### src/rtl/ser3w_pkg.sv
package ser3w_pkg;
    localparam int CMD_W  = 8;
    localparam int ADDR_W = 5;
    localparam int DATA_W = 8;
    localparam int CNT_W  = $clog2(DATA_W);

    typedef enum logic [2:0] {
        ST_IDLE,
        ST_CMD,
        ST_WR,
        ST_RD,
        ST_RD_LAST,
        ST_HALT
    } st_e;

    typedef struct packed {
        st_e               st;
        logic [CNT_W-1:0]  bcnt;
        logic [CMD_W-1:0]  sh;
        logic              space;
        logic [ADDR_W-1:0] addr;
        logic              burst;
        logic [DATA_W-1:0] tx;
        logic              out;
        logic              oe;
        logic              sck_prev;
    } core_t;
endpackage

### src/rtl/ser3w_sync.sv
module ser3w_sync #(
    parameter int W      = 3,
    parameter int STAGES = 2
) (
    input  logic         clk,
    input  logic         rst_n,
    input  logic [W-1:0] d_i,
    output logic [W-1:0] q_o
);
    logic [W-1:0] stg_q [STAGES];
    logic [W-1:0] stg_d [STAGES];

    genvar g;
    generate
        for (g = 0; g < STAGES; g++) begin : g_stage
            if (g == 0) begin : g_first
                always_comb stg_d[g] = d_i;
            end else begin : g_next
                always_comb stg_d[g] = stg_q[g-1];
            end
            always_ff @(posedge clk or negedge rst_n) begin
                if (!rst_n) stg_q[g] <= '0;
                else        stg_q[g] <= stg_d[g];
            end
        end
    endgenerate

    assign q_o = stg_q[STAGES-1];
endmodule

### src/rtl/ser3w_regbank.sv
module ser3w_regbank #(
    parameter int CLK_REGS  = 8,
    parameter int RAM_BYTES = 24,
    parameter int AW        = 5,
    parameter int DW        = 8
) (
    input  logic          clk,
    input  logic          rst_n,
    input  logic          we_i,
    input  logic          wspace_i,
    input  logic [AW-1:0] waddr_i,
    input  logic [DW-1:0] wdata_i,
    input  logic          rspace_i,
    input  logic [AW-1:0] raddr_i,
    output logic [DW-1:0] rdata_o
);
    logic [DW-1:0] clk_q [CLK_REGS];
    logic [DW-1:0] clk_d [CLK_REGS];
    logic [DW-1:0] ram_q [RAM_BYTES];
    logic [DW-1:0] ram_d [RAM_BYTES];

    always_comb begin
        for (int i = 0; i < CLK_REGS; i++) begin
            clk_d[i] = clk_q[i];
            if (we_i && !wspace_i && waddr_i == AW'(i)) clk_d[i] = wdata_i;
        end
        for (int i = 0; i < RAM_BYTES; i++) begin
            ram_d[i] = ram_q[i];
            if (we_i && wspace_i && waddr_i == AW'(i)) ram_d[i] = wdata_i;
        end
    end

    always_comb begin
        rdata_o = '0;
        for (int i = 0; i < CLK_REGS; i++)
            if (!rspace_i && raddr_i == AW'(i)) rdata_o = clk_q[i];
        for (int i = 0; i < RAM_BYTES; i++)
            if (rspace_i && raddr_i == AW'(i)) rdata_o = ram_q[i];
    end

    always_ff @(posedge clk or negedge rst_n) begin
        if (!rst_n) begin
            for (int i = 0; i < CLK_REGS; i++)  clk_q[i] <= '0;
            for (int i = 0; i < RAM_BYTES; i++) ram_q[i] <= '0;
        end else begin
            for (int i = 0; i < CLK_REGS; i++)  clk_q[i] <= clk_d[i];
            for (int i = 0; i < RAM_BYTES; i++) ram_q[i] <= ram_d[i];
        end
    end
endmodule

### src/rtl/ser3w_slave.sv
module ser3w_slave
    import ser3w_pkg::*;
#(
    parameter int CLK_REGS    = 8,
    parameter int RAM_BYTES   = 24,
    parameter int SYNC_STAGES = 2
) (
    input  logic clk,
    input  logic rst_n,
    input  logic xfer_en_i,
    input  logic sck_i,
    input  logic sdio_i,
    output logic sdio_o,
    output logic sdio_oe_o
);
    localparam logic [ADDR_W-1:0] BURST_ADDR = '1;
    localparam logic [CNT_W-1:0]  LAST_BIT   = CNT_W'(DATA_W - 1);

    logic [2:0] sync_s;
    logic       en_s, sck_s, din_s, sck_rise, sck_fall;
    core_t      q, d;
    logic       we;
    logic [DATA_W-1:0] wdata, rdata, rbyte;

    ser3w_sync #(.W(3), .STAGES(SYNC_STAGES)) u_sync (
        .clk  (clk),
        .rst_n(rst_n),
        .d_i  ({xfer_en_i, sck_i, sdio_i}),
        .q_o  (sync_s)
    );

    assign {en_s, sck_s, din_s} = sync_s;
    assign sck_rise = sck_s & ~q.sck_prev;
    assign sck_fall = ~sck_s & q.sck_prev;

    ser3w_regbank #(
        .CLK_REGS (CLK_REGS),
        .RAM_BYTES(RAM_BYTES),
        .AW       (ADDR_W),
        .DW       (DATA_W)
    ) u_bank (
        .clk     (clk),
        .rst_n   (rst_n),
        .we_i    (we),
        .wspace_i(q.space),
        .waddr_i (q.addr),
        .wdata_i (wdata),
        .rspace_i(q.space),
        .raddr_i (q.addr),
        .rdata_o (rdata)
    );

    function automatic logic [ADDR_W-1:0] next_addr(input logic [ADDR_W-1:0] a);
        return (a == BURST_ADDR) ? a : a + 1'b1;
    endfunction

    always_comb begin
        d          = q;
        d.sck_prev = sck_s;
        we         = 1'b0;
        wdata      = {din_s, q.sh[CMD_W-1:1]};
        rbyte      = (q.bcnt == '0) ? rdata : q.tx;
        if (!en_s) begin
            d.st   = ST_IDLE;
            d.bcnt = '0;
            d.oe   = 1'b0;
        end else begin
            case (q.st)
                ST_IDLE, ST_CMD: begin
                    d.st = ST_CMD;
                    if (sck_rise) begin
                        d.sh   = {din_s, q.sh[CMD_W-1:1]};
                        d.bcnt = q.bcnt + 1'b1;
                        if (q.bcnt == LAST_BIT) begin
                            d.bcnt  = '0;
                            d.space = d.sh[6];
                            d.burst = (d.sh[5:1] == BURST_ADDR);
                            d.addr  = d.burst ? '0 : d.sh[5:1];
                            if (!d.sh[7])     d.st = ST_HALT;
                            else if (d.sh[0]) d.st = ST_RD;
                            else              d.st = ST_WR;
                        end
                    end
                end
                ST_WR: begin
                    if (sck_rise) begin
                        d.sh   = wdata;
                        d.bcnt = q.bcnt + 1'b1;
                        if (q.bcnt == LAST_BIT) begin
                            we = 1'b1;
                            if (q.burst) d.addr = next_addr(q.addr);
                            else         d.st   = ST_HALT;
                        end
                    end
                end
                ST_RD: begin
                    if (sck_fall) begin
                        d.out  = rbyte[0];
                        d.tx   = rbyte >> 1;
                        d.oe   = 1'b1;
                        d.bcnt = q.bcnt + 1'b1;
                        if (q.bcnt == LAST_BIT) begin
                            if (q.burst) d.addr = next_addr(q.addr);
                            else         d.st   = ST_RD_LAST;
                        end
                    end
                end
                ST_RD_LAST: begin
                    if (sck_fall) begin
                        d.oe = 1'b0;
                        d.st = ST_HALT;
                    end
                end
                default: ;
            endcase
        end
    end

    always_ff @(posedge clk or negedge rst_n) begin
        if (!rst_n) begin
            q    <= '0;
            q.st <= ST_IDLE;
        end else begin
            q <= d;
        end
    end

    assign sdio_o    = q.out;
    assign sdio_oe_o = q.oe;
endmodule

### config.mk
export PLATFORM = sky130hd
export DESIGN_NAME = ser3w_slave
export DESIGN_NICKNAME = d
export VERILOG_FILES = /design/src/rtl/ser3w_pkg.sv /design/src/rtl/ser3w_sync.sv /design/src/rtl/ser3w_regbank.sv /design/src/rtl/ser3w_slave.sv
export SDC_FILE = /design/constraint.sdc
export NUM_CORES = 1
export LEC_CHECK = 0
export ABC_AREA = 1
export CAP_MARGIN = 30
export CORE_UTILIZATION = 60
export DETAILED_ROUTE_END_ITERATION = 8
export DONT_BUFFER_PORTS = 1
export GPL_ROUTABILITY_DRIVEN = 0
export GPL_TIMING_DRIVEN = 1
export MAX_ROUTING_LAYER = met4
export PLACE_DENSITY = 0.8
export SYNTH_ARGS = -nofsm -noshare
export SYNTH_HDL_FRONTEND = slang
export SYNTH_HIERARCHICAL = 1
export SYNTH_SLANG_ARGS = --single-unit
### constraint.sdc
create_clock -name clk -period 3 [get_ports clk]
set_clock_uncertainty 0.05 [all_clocks]
set_input_delay 0.45 -clock clk [delete_from_list [all_inputs] [get_ports clk]]
set_output_delay 0.45 -clock clk [all_outputs]
set_load 0.005 [all_outputs]
# After elaboration in Yosys (flattened, before gate mapping)
# Index checks and enable logic that the tools add are counted.
[classes] add_sub_neg=2 mul=0 n_div=0 n_lt_le_gt_ge=0 n_eq_ne=45 shift=0 muxes=64 bitwise_logic=4 n_reduce_logical=80
[op_table] operator="2-to-1 mux 8 bit" n=33
[op_table] operator="logical AND 1 bit" n=66
[op_table] operator="equality test 5 bit, second input constant" n=10
[op_table] operator="equality test 5 x 4 -> 1 bit, second input constant" n=8
[op_table] operator="2-to-1 mux 5 bit" n=6
[op_table] operator="inequality test 3 bit, second input constant" n=9
[op_table] operator="2-to-1 mux 21 bit" n=1
[op_table] operator="equality test 5 x 3 -> 1 bit, second input constant" n=4
[op_table] operator="2-to-1 mux 3 bit" n=6
[op_table] operator="2-to-1 mux 6 bit" n=3
[op_table] operator="one-hot mux 8 bit (2 select lines)" n=1
[op_table] operator="one-hot mux 5 bit (3 select lines)" n=1
[op_table] operator="2-to-1 mux 14 bit" n=1
[op_table] operator="one-hot mux 3 bit (4 select lines)" n=1
[op_table] operator="AND reduction 4 bit" n=3
[op_table] operator="equality test 5 x 2 -> 1 bit, second input constant" n=2
[op_table] operator="one-hot mux 3 bit (3 select lines)" n=1
[op_table] operator="2-to-1 mux 1 bit" n=8
[op_table] operator="inequality test 2 bit, second input constant" n=4
[op_table] operator="AND reduction 8 bit" n=1
[op_table] operator="2-to-1 mux 7 bit" n=1
[op_table] operator="equality test 3 x 2 -> 1 bit, second input constant" n=2
[op_table] operator="equality test 3 bit, second input constant" n=2
[op_table] operator="zero test 3 bit" n=2
[op_table] operator="16 further kinds" n=19
[totals] ff_bits=293 latchBits=0 mem_bits_rw=0 mem_bits_ro=0 inputBits=5 output_inout_bits=2 wordCells=239 memories=0

# Logic depth before layout (Yosys ltp)
[depth] ltp_word=35 depth_mapped=25 depth_no_buf=25

# By module
# Netlist, hierarchy kept.
[modules_own_cells] module="ser3w_regbank" instances=1 cells_per_inst=1434 area_each_um2=11463.5 seq_area_each_um2=6406.1
[modules_own_cells] module="ser3w_slave" instances=1 cells_per_inst=252 area_each_um2=1803.0 seq_area_each_um2=750.7
[modules_own_cells] module="ser3w_sync" instances=1 cells_per_inst=6 area_each_um2=150.1 seq_area_each_um2=150.1

# Worst setup path before layout
# OpenSTA, ideal clock, no wires.
[synth_path] kind="reg-to-reg" startpoint="reg q[12] (netlist name)" endpoint="reg q[5] (netlist name)" setup_time_ps=82 t_arrival_ps=2228 required_time_ps=2868 setup_slack_ps=640 stages_incl_launch_ff=25 n_path_buf=0 period_less_slack_ps=2360 path_cell_list="dfrtp_1 -> inv_1 -> nor2_1 -> inv_1 -> nor2_1 -> inv_1 -> nor2_1 -> nand2_1 -> nand3_1 -> nand2_1 -> nand4_1 -> nand2_1 -> nand3_1 -> nand2_1 -> nand4_1 -> nand2_1 -> nand4_1 -> nor2_1 -> nand4_1 -> nor2_1 -> nand3_1 -> nand2_1 -> nand3_1 -> nand2_1 -> a31oi_1"
[synth_via] elab_chain_len=35 elab_cells_between_ends=89 classes_between="eq/ne: 23; mux: 33; reduce/logical: 33"
[synth_lines] item="start: declaration" line="ser3w_slave.sv:21" text="core_t q, d;"
[synth_lines] item="zero test 5 bit" line="ser3w_regbank.sv:36, ser3w_regbank.sv:38"
[synth_lines] item="logical AND 1 bit" line="ser3w_regbank.sv:36" text="if (!rspace_i && raddr_i == AW'(i)) rdata_o = clk_q[i];"
[synth_lines] item="2-to-1 mux 8 bit (8 in a row)" line="ser3w_regbank.sv:36"
[synth_lines] item="2-to-1 mux 8 bit (23 in a row)" line="ser3w_regbank.sv:38" text="if (rspace_i && raddr_i == AW'(i)) rdata_o = ram_q[i];"
[synth_lines] item="2-to-1 mux 8 bit *" line="ser3w_regbank.sv:38"
[synth_lines] item="net rdata[3]" line="ser3w_slave.sv:23" text="logic [DATA_W-1:0] wdata, rdata, rbyte;"
[synth_lines] item="2-to-1 mux 8 bit *" line="ser3w_slave.sv:62" text="rbyte = (q.bcnt == '0) ? rdata : q.tx;"
# Mark *: on every way through the listed nets, which the timed path passes. The rest lies on a longest branch.
# A chain may end at the register's enable or synchronous reset.

# Worst setup path after layout
[layout_path] startpoint="reg q[15] (netlist name)" endpoint="reg q (netlist bit sdio_o)"
# The elaborated chain is that of the path after synthesis.

==> results.py <==
metrics = {
    "synth": {
        "syn-num-nets": 1702,
        "synth.top_cells.by_count": "605 x nand2_1, 292 x dfrtp_1, 254 x o21ai_0",
        "synthesis.instances": 1692,
        "synth_most_common_cell": "nand2_1",
        "syn_avg_cell_area_sq_um": 7.93,
        "ys_top_cells_by_area": "dfrtp_1 54%, nand2_1 17%, o21ai_0 9.5%, nor2_1 3.8%, inv_1 3.3%",
        "yosys.area.top_type": "dfrtp_1",
        "asyncSetResetFlopFracSynth_pct": 100,
        "synth_enable_flop_cells": 0,
        "synth.distinct_cells": 37,
        "yosysSeqAreaShare_pct": 54.5,
        "yosys.area.top_type_share_pct": 54.5,
        "syn_area_sq_um": 13400,
        "synth-main-ff-cell": "dfrtp_1",
        "synthesis_warning_total": 6,
        "synth.ff_latch_count": 292,
    },
    "cts": {
        "ctsHoldBuffers": 3,
        "clk_pin_slew_worst_setup_hold_paths_ns": 0.06,
        "ctsLongestPathBuffers": 3,
        "cts_tree": "built",
        "ctsHtreeMaxLevel": 1,
        "clkLatencyLatePin_ns": 0.56,
        "cts_inserted_buffers": 30,
        "clock_sinks": 292,
        "clock_tree.root_cell": "clkbuf_16",
    },
    "setup_path": {
        "cp.required_ns": 3.35,
        "worstSetupEndpointType": "flip-flop",
        "critical_path_arrival_ns": 3.42,
        "timing.critical_path.from_type": "flip-flop",
        "maximum_fanout_along_the_worst_path": 6,
        "timing_worst_setup_path_type": "reg -> reg",
    },
    "floorplanning": {
        "fp.dieH_um": 152,
        "floorplan.io_pins": 7,
        "coreArea_sq_um": 21900,
        "die-width_um": 152,
        "std_cell_rows": 54,
        "die-area_sq_um": 23000,
        "floorplan.initialDensity_pct": 61.3,
    },
    "layout": {
        "post_route_cells_drive_above_1_share_pct": 14.1,
        "diodes": 0,
        "final.fill_count": 1620,
        "final_core_utilization_pct": 70.9,
        "multi_input_comb_area_sq_um": 5650,
        "seqCellArea_sq_um": 7310,
        "non_filler_cell_area_final_sq_um": 15500,
        "syn_to_final_growth_pct": 15.7,
        "fin_nets": 1744,
        "final_cell_count_no_fill": 2037,
    },
    "timing": {
        "worstMarginPinSlew_ns": 0.788,
        "finalCritPeriodShare_pct": 102,
        "max_clock_freq_mhz": 326,
        "grt_setup_unrepaired": "yes",
        "finalSetupTns_ns": -0.148,
        "finalHoldViolations": 292,
        "post-route-worst-setup-slack_ns": -0.0661,
        "hold-worst-slack_ns": -0.459,
        "setup_viol_count_final": 4,
        "post-route-min-period_ns": 3.07,
        "timing.final.max_slew_violations": 0,
        "slew_headroom_pct": 47.3,
    },
    "routing": {
        "drc_errors": 0,
        "viasPerCell": 5.87,
        "wl_per_cell_um": 17.7,
        "via_count_of_the_routed_design": 11954,
        "dr.first_iter.drc_count": 1214,
        "drt_pre_antenna_iters": 8,
        "finalWirelength_mm": 36.0,
        "drt.antenna.violating_nets": 0,
    },
    "min_path": {
        "class_of_the_most_critical_hold_timing_path": "in -> async",
    },
    "power": {
        "power_density_nw_per_um2": 547,
        "irDropWorstVdd_mv": 0.674,
        "p_leak_nw": 7.06,
        "overall_power_mw": 8.49,
    },
    "grt": {
        "number_of_global_route_vias_before_repair": 11105,
        "globalRouteTotalUtil_pct": 32.4,
        "grt_first_pass_wirelength_mm": 56.5,
        "grt_max_degree": 293,
        "grt_overflow_total": 0,
        "number_of_antenna_violations_at_the_first_check_in_global_routing": 0,
    },
    "placed_design": {
        "number_of_cells_after_detailed_placement": 1961,
        "place_ws_ns": 0.00584,
        "area_after_detailed_placement_sq_um": 13900,
        "place_hpwl_mm": 22.7,
        "port_bufs": 0,
    },
    "flow_run": {
        "maxCapViolCount": 0,
    },
    "outcome": {
        "violations_in_the_final_reports": "hold timing, setup timing",
        "status": "finished with violations",
    },
}
-- area by class of cell --
class,instances,area share [%]
Clock buffer,39,5.64
Clock inverter,16,1.52
Inverter,131,3.18
Multi-Input combinational cell,1203,36.4
Sequential cell,292,47.1
Tap cell,280,2.26
Timing Repair Buffer,76,3.92
-- logic make-up (layout without fill, tap and decap cells) --
family / after synthesis / count (layout) / share of synthesized area [%]
AO/OA/AOI/OAI: 310 / 310 / 11.7
adder cells (fa/ha/maj): 5 / 5 / 0.466
XOR/XNOR: 1 / 1 / 0.0653
flip-flops: 292 / 292 / 54.5
AND/OR/NAND/NOR: 887 / 887 / 27.6
buffers and inverters: 197 / 262 / 5.69
-- metal layers --
metal  vias to the layer above  track usage [%]  part of all wire [%]
li1                       5518                -                     -
met1                      5784             45.2                    43
met2                       536             49.2                    46
met3                       116             4.88                   7.2
met4                         0             10.2                   3.4
met5                         -                -                     0
-- sequential cells by signal (all words and copies together), names as in the netlist --
name          cells
u_bank/ram_q    192
sdio_o            1
u_sync/stg_d      3
q                28
u_sync/q_o        3
sdio_oe_o         1
u_bank/clk_q     64
-- what timing repair did --
| action | 4_1_cts | 5_1_grt |
|---|---|---|
| gates cloned | 0 | 0 |
| setup buffers | 12 | 8 |
| setup endpoints to repair | 1 | 15 |
| pin swaps | 21 | 50 |
| gates resized for setup | 23 | 74 |
| endpoints found under the hold margin | 295 | 292 |
-- critical path, cell delays in order (launching register included) --
cell	delay (ns)
dfrtp_1	0.38
buf_6	0.12
nor2_4	0.04
buf_6	0.14
nand2_4	0.08
nor2_4	0.05
nand2_2	0.08
nand4_1	0.12
nor2_1	0.18
nand3_1	0.14
nand2_2	0.11
nand4_1	0.09
nor2_1	0.15
nand4_1	0.12
nand2_1	0.09
nand4_1	0.09
nand2_1	0.09
nand4_1	0.07
nand2_1	0.09
nand4_1	0.14
nand2_1	0.14
nand3_2	0.08
nand2_2	0.08
nand2_2	0.05
nand2_2	0.06
a31oi_2	0.08
-- placed cells by master, fill, tap and decap left out, types with 3 or more instances in the layout --
cell and instances:
nand2_1 574, dfrtp_1 289, o21ai_0 254, nor2_1 116, inv_1 114, buf_4 66, nand4_1 53, a21oi_1 37
nand3_1 34, clkbuf_16 31, nand2_2 28, nor2_2 18, nor2_4 15, inv_2 14, nand3_2 14, or2_2 12
clkinv_2 8, nand2_4 7, o21ai_1 7, clkbuf_8 7, a31oi_1 6, bufinv_16 6, buf_6 6, ha_1 5
or2_1 3, dfrtp_2 3, or2_0 3, dlygate4sd3_1 3
-- path summary, 6_finish.rpt --
kind,startpoint,to,slack [ns],cells past startpoint
hold reg to reg,u_sync/stg_d[0]$_DFF_PN0_,u_sync/q_o[0]$_DFF_PN0_,0.30,0
hold / removal,rst_n,u_bank/ram_q[174]$_DFFE_PN0P_,-0.46,0
min in group clk,u_sync/stg_d[0]$_DFF_PN0_,u_sync/q_o[0]$_DFF_PN0_,0.30,0
setup reg to reg,q[15]$_DFFE_PN0P_,sdio_o$_DFFE_PN0P_,-0.07,25
max in group asynchronous,rst_n,q[19]$_DFFE_PN0P_,2.80,0
setup / recovery,q[15]$_DFFE_PN0P_,sdio_o$_DFFE_PN0P_,-0.07,25
-- power breakdown --
| group | switching [mW] | internal, mW |
|---|---|---|
| Combinational | 0.305 | 0.0605 |
| Sequential | 0.0299 | 3.97 |
| Clock | 1.57 | 2.56 |
Power figures use the tool's default switching activity.
